`config.mk`:
```
export PLATFORM = sky130hd
export DESIGN_NAME = pwr_seq_ctrl
export DESIGN_NICKNAME = d
export VERILOG_FILES = /design/src/rtl/pwr_seq_pkg.sv /design/src/rtl/pwr_seq_sync.sv /design/src/rtl/pwr_seq_qual.sv /design/src/rtl/pwr_seq_timer.sv /design/src/rtl/pwr_seq_fsm.sv /design/src/rtl/pwr_seq_ctrl.sv
export SDC_FILE = /design/constraint.sdc
export NUM_CORES = 1
export LEC_CHECK = 0
export BUFFER_PORTS_ARGS = -buffer_cell sky130_fd_sc_hd__buf_2
export CORE_AREA = 2 2 114 144
export DETAILED_ROUTE_END_ITERATION = 7
export DIE_AREA = 0 0 116 146
export PLACE_DENSITY = 0.49
export SYNTH_ARGS = -nofsm -noshare
export SYNTH_HDL_FRONTEND = slang
export SYNTH_SLANG_ARGS = --single-unit
export TNS_END_PERCENT = 50
```
`constraint.sdc`:
```
create_clock -name clk -period 13.8 [get_ports clk]
set_input_delay 1.38 -clock clk [delete_from_list [all_inputs] [get_ports clk]]
set_output_delay 1.38 -clock clk [all_outputs]
set_load 0.01 [all_outputs]
```
`src/rtl/pwr_seq_pkg.sv`:
```
`timescale 1ns/1ps
package pwr_seq_pkg;
  localparam int unsigned DLY_W = 16;
  localparam int unsigned RAILS = 4;

  typedef enum logic [2:0] {
    ST_IDLE    = 3'd0,
    ST_START   = 3'd1,
    ST_RAMP_UP = 3'd2,
    ST_ON      = 3'd3,
    ST_STOP    = 3'd4,
    ST_RAMP_DN = 3'd5
  } seq_state_e;

  // a programmed zero still waits one tick
  function automatic logic [DLY_W-1:0] eff_ticks(input logic [DLY_W-1:0] d);
    return (d == '0) ? DLY_W'(1) : d;
  endfunction

  // 0 = start/stop delay, 1 = A-B gap, 2 = B-C gap, 3 = C-D gap
  function automatic logic [1:0] delay_sel(input seq_state_e st, input logic [1:0] stg);
    case (st)
      ST_RAMP_UP: return stg;
      ST_RAMP_DN: return stg + 2'd1;
      default:    return 2'd0;
    endcase
  endfunction
endpackage

```
`src/rtl/pwr_seq_sync.sv`:
```
`timescale 1ns/1ps
module pwr_seq_sync #(
  parameter int unsigned W = 3
) (
  input  logic         clk,
  input  logic         rst_n,
  input  logic [W-1:0] d_i,
  output logic [W-1:0] q_o
);
  logic [W-1:0] s1_q, s2_q;

  always_ff @(posedge clk or negedge rst_n) begin
    if (!rst_n) begin
      s1_q <= '0;
      s2_q <= '0;
    end else begin
      s1_q <= d_i;
      s2_q <= s1_q;
    end
  end

  assign q_o = s2_q;
endmodule

```
`src/rtl/pwr_seq_qual.sv`:
```
`timescale 1ns/1ps
module pwr_seq_qual #(
  parameter int unsigned FLT_CYC = 3000
) (
  input  logic clk,
  input  logic rst_n,
  input  logic por_i,
  input  logic ok_i,
  output logic fault_o
);
  localparam int unsigned QW = $clog2(FLT_CYC + 1);
  localparam logic [QW-1:0] QLAST = QW'(FLT_CYC - 1);

  logic [QW-1:0] qcnt_q;
  logic          fault_q;
  logic          qual_done;

  assign qual_done = (qcnt_q >= QLAST);

  always_ff @(posedge clk or negedge rst_n) begin
    if (!rst_n) begin
      qcnt_q  <= '0;
      fault_q <= 1'b1;
    end else if (por_i || !ok_i) begin
      qcnt_q  <= '0;
      fault_q <= 1'b1;
    end else begin
      if (!qual_done) qcnt_q <= qcnt_q + 1'b1;
      fault_q <= !qual_done;
    end
  end

  assign fault_o = fault_q;

  // loss of window is reported on the next edge
  a_r8_fault_rise: assert property (@(posedge clk) disable iff (!rst_n)
    !ok_i |=> fault_q);
  // release only follows a compliant cycle
  a_r8_release_ok: assert property (@(posedge clk) disable iff (!rst_n)
    $fell(fault_q) |-> $past(ok_i) && !$past(por_i));
endmodule

```
`src/rtl/pwr_seq_timer.sv`:
```
`timescale 1ns/1ps
module pwr_seq_timer
  import pwr_seq_pkg::*;
(
  input  logic             clk,
  input  logic             rst_n,
  input  logic             clr_i,
  input  logic             tick_i,
  input  logic [DLY_W-1:0] limit_i,
  output logic             expired_o
);
  logic [DLY_W-1:0] cnt_q;
  logic [DLY_W-1:0] lim_eff;

  assign lim_eff   = eff_ticks(limit_i);
  assign expired_o = (cnt_q >= lim_eff);

  always_ff @(posedge clk or negedge rst_n) begin
    if (!rst_n)                     cnt_q <= '0;
    else if (clr_i)                 cnt_q <= '0;
    else if (tick_i && !expired_o)  cnt_q <= cnt_q + 1'b1;
  end

  // a cleared window never expires on the following cycle
  a_r9_min_one_tick: assert property (@(posedge clk) disable iff (!rst_n)
    clr_i |=> !expired_o);
  // without a tick the count holds
  a_r12_hold_no_tick: assert property (@(posedge clk) disable iff (!rst_n)
    (!tick_i && !clr_i) |=> $stable(cnt_q));
endmodule

```
`src/rtl/pwr_seq_fsm.sv`:
```
`timescale 1ns/1ps
module pwr_seq_fsm
  import pwr_seq_pkg::*;
(
  input  logic             clk,
  input  logic             rst_n,
  input  logic             por_i,
  input  logic             ok_i,
  input  logic             go_i,
  input  logic             expired_i,
  output logic             tmr_clr_o,
  output logic [1:0]       sel_o,
  output logic [RAILS-1:0] en_o,
  output seq_state_e       state_o
);
  seq_state_e       st_q, st_d;
  logic [1:0]       stg_q, stg_d;
  logic [RAILS-1:0] en_q, en_d;
  logic             clr;

  always_comb begin
    st_d  = st_q;
    stg_d = stg_q;
    en_d  = en_q;
    clr   = 1'b0;
    if (!ok_i) begin
      st_d  = ST_IDLE;
      stg_d = 2'd0;
      en_d  = '0;
      clr   = 1'b1;
    end else begin
      case (st_q)
        ST_IDLE: if (go_i) begin
          st_d = ST_START;
          clr  = 1'b1;
        end
        ST_START: if (!go_i) begin
          st_d = ST_IDLE;
          clr  = 1'b1;
        end else if (expired_i) begin
          en_d[0] = 1'b1;
          stg_d   = 2'd1;
          st_d    = ST_RAMP_UP;
          clr     = 1'b1;
        end
        ST_RAMP_UP: if (expired_i) begin
          en_d[stg_q] = 1'b1;
          clr         = 1'b1;
          if (stg_q == 2'd3) st_d = ST_ON;
          else               stg_d = stg_q + 2'd1;
        end
        ST_ON: if (!go_i) begin
          st_d = ST_STOP;
          clr  = 1'b1;
        end
        ST_STOP: if (expired_i) begin
          en_d[3] = 1'b0;
          stg_d   = 2'd2;
          st_d    = ST_RAMP_DN;
          clr     = 1'b1;
        end
        ST_RAMP_DN: if (expired_i) begin
          en_d[stg_q] = 1'b0;
          clr         = 1'b1;
          if (stg_q == 2'd0) st_d = ST_IDLE;
          else               stg_d = stg_q - 2'd1;
        end
        default: begin
          st_d = ST_IDLE;
          en_d = '0;
          clr  = 1'b1;
        end
      endcase
    end
  end

  always_ff @(posedge clk or negedge rst_n) begin
    if (!rst_n) begin
      st_q  <= ST_IDLE;
      stg_q <= 2'd0;
      en_q  <= '0;
    end else if (por_i) begin
      st_q  <= ST_IDLE;
      stg_q <= 2'd0;
      en_q  <= '0;
    end else begin
      st_q  <= st_d;
      stg_q <= stg_d;
      en_q  <= en_d;
    end
  end

  assign tmr_clr_o = clr | por_i;
  assign sel_o     = delay_sel(st_q, stg_q);
  assign en_o      = en_q;
  assign state_o   = st_q;

  // enables always form a prefix A, AB, ABC, ABCD
  a_r3_prefix_order: assert property (@(posedge clk) disable iff (!rst_n)
    en_q inside {4'b0000, 4'b0001, 4'b0011, 4'b0111, 4'b1111});
  // one rail per edge, except the collective drop
  a_r3_single_step: assert property (@(posedge clk) disable iff (!rst_n)
    (en_q != $past(en_q)) |-> ($countones(en_q ^ $past(en_q)) == 1 || en_q == '0));
  // a fault during the start delay returns to idle
  a_r2_abort: assert property (@(posedge clk) disable iff (!rst_n)
    (st_q == ST_START && !ok_i) |=> (st_q == ST_IDLE && en_q == '0));
endmodule

```
`src/rtl/pwr_seq_ctrl.sv`:
```
`timescale 1ns/1ps
module pwr_seq_ctrl
  import pwr_seq_pkg::*;
#(
  parameter bit          ACT_LOW = 1'b0,
  parameter int unsigned FLT_CYC = 3000
) (
  input  logic             clk,
  input  logic             rst_n,
  input  logic             por_i,
  input  logic             tick_i,
  input  logic             uv_ok_i,
  input  logic             ov_hit_i,
  input  logic             seq_go_i,
  input  logic [DLY_W-1:0] start_dly_i,
  input  logic [DLY_W-1:0] gap_ab_i,
  input  logic [DLY_W-1:0] gap_bc_i,
  input  logic [DLY_W-1:0] gap_cd_i,
  output logic [RAILS-1:0] en_o,
  output logic             fault_o,
  output logic [2:0]       state_o
);
  logic [2:0]       raw_in, sync_in;
  logic             uv_s, ov_s, go_s, ok_s;
  logic             tmr_clr, tmr_exp;
  logic [1:0]       sel;
  logic [DLY_W-1:0] limit;
  logic [RAILS-1:0] fsm_en, en_act;
  seq_state_e       fsm_st;

  assign raw_in = {seq_go_i, ov_hit_i, uv_ok_i};

  pwr_seq_sync #(.W(3)) u_sync (
    .clk(clk), .rst_n(rst_n), .d_i(raw_in), .q_o(sync_in)
  );

  assign uv_s = sync_in[0];
  assign ov_s = sync_in[1];
  assign go_s = sync_in[2];
  assign ok_s = uv_s & ~ov_s;

  always_comb begin
    case (sel)
      2'd0:    limit = start_dly_i;
      2'd1:    limit = gap_ab_i;
      2'd2:    limit = gap_bc_i;
      default: limit = gap_cd_i;
    endcase
  end

  pwr_seq_timer u_timer (
    .clk(clk), .rst_n(rst_n), .clr_i(tmr_clr), .tick_i(tick_i),
    .limit_i(limit), .expired_o(tmr_exp)
  );

  pwr_seq_fsm u_fsm (
    .clk(clk), .rst_n(rst_n), .por_i(por_i), .ok_i(ok_s), .go_i(go_s),
    .expired_i(tmr_exp), .tmr_clr_o(tmr_clr), .sel_o(sel),
    .en_o(fsm_en), .state_o(fsm_st)
  );

  pwr_seq_qual #(.FLT_CYC(FLT_CYC)) u_qual (
    .clk(clk), .rst_n(rst_n), .por_i(por_i), .ok_i(ok_s), .fault_o(fault_o)
  );

  // bias hold gates the enables without waiting for a clock edge
  assign en_act  = fsm_en & ~{RAILS{por_i}};
  assign state_o = fsm_st;

  generate
    if (ACT_LOW) begin : g_pol_low
      assign en_o = ~en_act;
    end else begin : g_pol_high
      assign en_o = en_act;
    end
  endgenerate

  // window loss clears every rail and raises the flag on one edge
  a_r4_all_drop: assert property (@(posedge clk) disable iff (!rst_n)
    !ok_s |=> (en_act == '0 && fault_o));
  // bias hold returns the sequencer to idle
  a_r6_por_idle: assert property (@(posedge clk) disable iff (!rst_n)
    por_i |=> (fsm_en == '0 && fsm_st == ST_IDLE && fault_o));
  // leaving idle needs compliance and a request
  a_r1_start_gate: assert property (@(posedge clk) disable iff (!rst_n)
    (fsm_st == ST_IDLE && !(ok_s && go_s)) |=> fsm_st == ST_IDLE);
endmodule

```
==> results by group <==
Place
  – Setup WS pre-CTS: 8.60 ns
  – Port Buffers: 78
  – RD Place Congestion: 0.884
  – Hpwl dp: 7230 µm

Route
  – DRT met1 WL: 4140 µm
  – Met2 routed WL: 4640 µm
  – Drt first pass iters: 6
  – Metal3 WL: 428 µm
  – Post-route ant nets: 0
  – Detailed Route WL: 9360 µm
  – DRC: 0
  – Top routing layer used: met4
  – Via density: 4.76
  – Drt wl/cell: 13.9 µm
  – Routed via count: 3197
  – Violation count after the first detailed-route iteration: 155

STA
  – Final setup TNS: 0 ns
  – Unrepaired setup endpoints after global routing: no
  – Slew headroom: 33.2%
  – Slew @ Worst Pin: 1.00 ns
  – Final setup viols: 0
  – Shortest period the worst path allows: 5.24 ns
  – Clock skew: 0.00818 ns
  – Final worst slack: 8.56 ns
  – Final Hold Viols: 0
  – Tcrit/Tclk final: 38.0%
  – Peak Freq: 191 MHz
  – Max-slew violations: 0

Worst setup path
  – CP endpoint kind: flop
  – CP Data Required Time: 14.02 ns
  – Arr. time, crit path: 5.46 ns
  – Kind of critical path: reg2reg
  – Crit-path max FO: 21
  – Crit start category: flop

Floorplan
  – Die ar.: 16900 µm²
  – Initial Util: 22.7%
  – I/O pin count: 79
  – DIE WIDTH: 116 µm
  – Std-Cell Rows: 51
  – Die height: 146 µm
  – Core box area: 15400 µm²

Pwr
  – Max IR drop VDD: 0.0480 mV
  – Leakage: 0.00181 µW
  – PwrDens: 65.7 nW/µm²

Global routing
  – Global-route wire length before repair: 15000 µm
  – Total GRT Usage: 11.1%
  – Initial antenna violation count: 1
  – Largest net degree at the start of global routing: 45
  – Number of global-route vias before repair: 3065
  – Total grt overflow: 0

Cells and area
  – FF/Latch Area: 1100 µm²
  – Final nets: 550
  – Synthesis-to-layout area growth: 19.7%
  – Multi-input logic area: 2230 µm²
  – Layout cell share with drive strength beyond 1: 25.5%
  – Fillers: 1670

Yosys
  – Register area share after synthesis: 31.4%
  – Top cells by count, synth: dfrtp_1, nor2_1, a21oi_1
  – Post-synth ARST share: 100%
  – Top-area cell type share of the netlist area: 30.7%
  – Count leader, synth: dfrtp_1
  – Area contributors post-synth: dfrtp_1, ha_1, mux2i_1
  – Count of cell types in the netlist: 65
  – Synthesized flop and latch total: 44
  – Leading area contributor after synthesis: dfrtp_1
  – Number of synthesized flops with an enable pin: 0
  – Post-Syn Nets: 484
  – Synthesized area per cell: 8.97 µm²
  – Mapped Area: 3510 µm²
  – Ys Warns: 0
  – Syn Inst Count: 391
  – Main synth FF type: dfrtp_1

CTS
  – CTS Hold Buffers Added: 0
  – Worst-case clock buffer depth: 2
  – Clock slew at reported path FFs: 0.06 ns
  – Resize count post-CTS: 0
  – Root buffer cell: clkbuf_16
  – Skew-Pair Late Insertion Delay: 0.29 ns
  – Sink Count: 44
  – Post-CTS Setup Inserts: 0
  – Number of buffers created by CTS: 5
  – # H-tree levels: 2
  – CTS tree: done

Run status
  – Status: finished, final reports clean

Flow run
  – Max-cap violation count: 0

Worst hold path
  – HP Class: reg2reg
power by group:
group | internal [µW] | total, µW | switching, µW | leakage [µW]
clock network | 66.7 | 116 | 49.6 | 0.0000736
registers | 130 | 132 | 1.36 | 0.000597
logic | 14.2 | 28.0 | 13.8 | 0.00114
total | 211 | 276 | 64.8 | 0.00181
sequential cells by signal, summed over array words and instances, names as in the netlist:
name,flops
u_qual.fault_o,1
u_qual.qcnt_q,12
u_fsm.en_o,4
u_fsm.stg_q,2
u_timer.cnt_q,16
u_fsm.state_o,3
u_sync.s1_q,3
u_sync.q_o,3
layout make-up:
class / instances / share of cell area (%)
clock buffers: 5 / 2.98
inverters: 13 / 1.16
clock inverters: 3 / 0.447
diodes: 1 / 0.0596
repair buffers: 80 / 9.65
well taps: 212 / 6.32
flip-flops and latches: 44 / 26.3
multi-input cells: 313 / 53.1
final timing paths:
| path | start | to | slack (ns) | cells past startpoint |
|---|---|---|---|---|
| min | u_sync.s1_q[0] | u_sync.q_o[0] | 0.35 | 0 |
| min reg2reg | u_sync.s1_q[0] | u_sync.q_o[0] | 0.35 | 0 |
| min in group asynchronous | rst_n | u_timer.cnt_q[15] | 1.17 | 2 |
| max in group asynchronous | rst_n | u_qual.qcnt_q[8] | 12.23 | 2 |
| max reg2reg | u_fsm.state_o[0] | u_timer.cnt_q[12] | 8.56 | 12 |
| max | u_fsm.state_o[0] | u_timer.cnt_q[12] | 8.56 | 12 |
per-layer routing:
| metal | track usage, % | up-vias |
|---|---|---|
| li1 | - | 1614 |
| met3 | 2.37 | 9 |
| met1 | 13.6 | 1523 |
| met4 | 3.63 | 0 |
| met2 | 19.0 | 51 |
| met5 | 0 | - |
cell usage in the layout, fill, tap and decap left out, types with 5 or more instances in the layout:
master | netlist | layout
mux2_2 | 8 | 8
nor2_1 | 37 | 37
nand2_1 | 20 | 20
a21oi_1 | 31 | 31
o21ai_0 | 15 | 15
o2111ai_1 | 5 | 5
o211ai_1 | 6 | 6
clkbuf_16 | 0 | 5
xor2_1 | 10 | 10
or2_2 | 8 | 8
or3_1 | 7 | 7
and3_1 | 10 | 10
nand4_1 | 5 | 5
o31ai_1 | 5 | 5
or4_1 | 6 | 6
dfrtp_1 | 43 | 43
nand3_1 | 11 | 11
a211oi_1 | 12 | 12
inv_1 | 12 | 12
mux2i_1 | 17 | 17
nor3b_1 | 12 | 12
buf_2 | 4 | 78
nor3_1 | 6 | 6
o22ai_1 | 5 | 5
ha_1 | 22 | 22
nor2b_1 | 5 | 5
kinds of logic after synthesis:
kind of cell,synth area share (%)
flops,31.4
buf+inv,4.96
simple gates,22.8
fa+ha+maj,7.85
mux,8.06
compound gates,21.9
xor+xnor,3.00
per-stage QoR:
stage / instances / instance area, µm² / util, % / power, µW / hold slack [ns]
2_1_floorplan: 391 / 3510 / - / 146 / 0.331
3_3_place_gp: 662 / 4050 / 26.2 / 162 / 0.335
3_5_place_dp: 662 / 4050 / 26.2 / 162 / 0.338
4_1_cts: 670 / 4200 / 27.2 / 282 / 0.353
5_1_grt: 670 / 4200 / 27.2 / 290 / 0.359
6_report: 671 / 4200 / 27.2 / 276 / 0.350
worst max-delay path, stage by stage, from the launching register on:
cell and delay [ns]:
dfrtp_1 0.78, nor4bb_4 0.78, nor2_1 0.39, mux2_2 0.33, or4b_1 0.46, o31ai_2 0.21
ha_1 0.26, and3_1 0.14, o21ai_0 0.23, a311oi_1 0.22, or4_4 0.67, or4_1 0.54
a21oi_1 0.15
(Power assumes the default switching activity.)
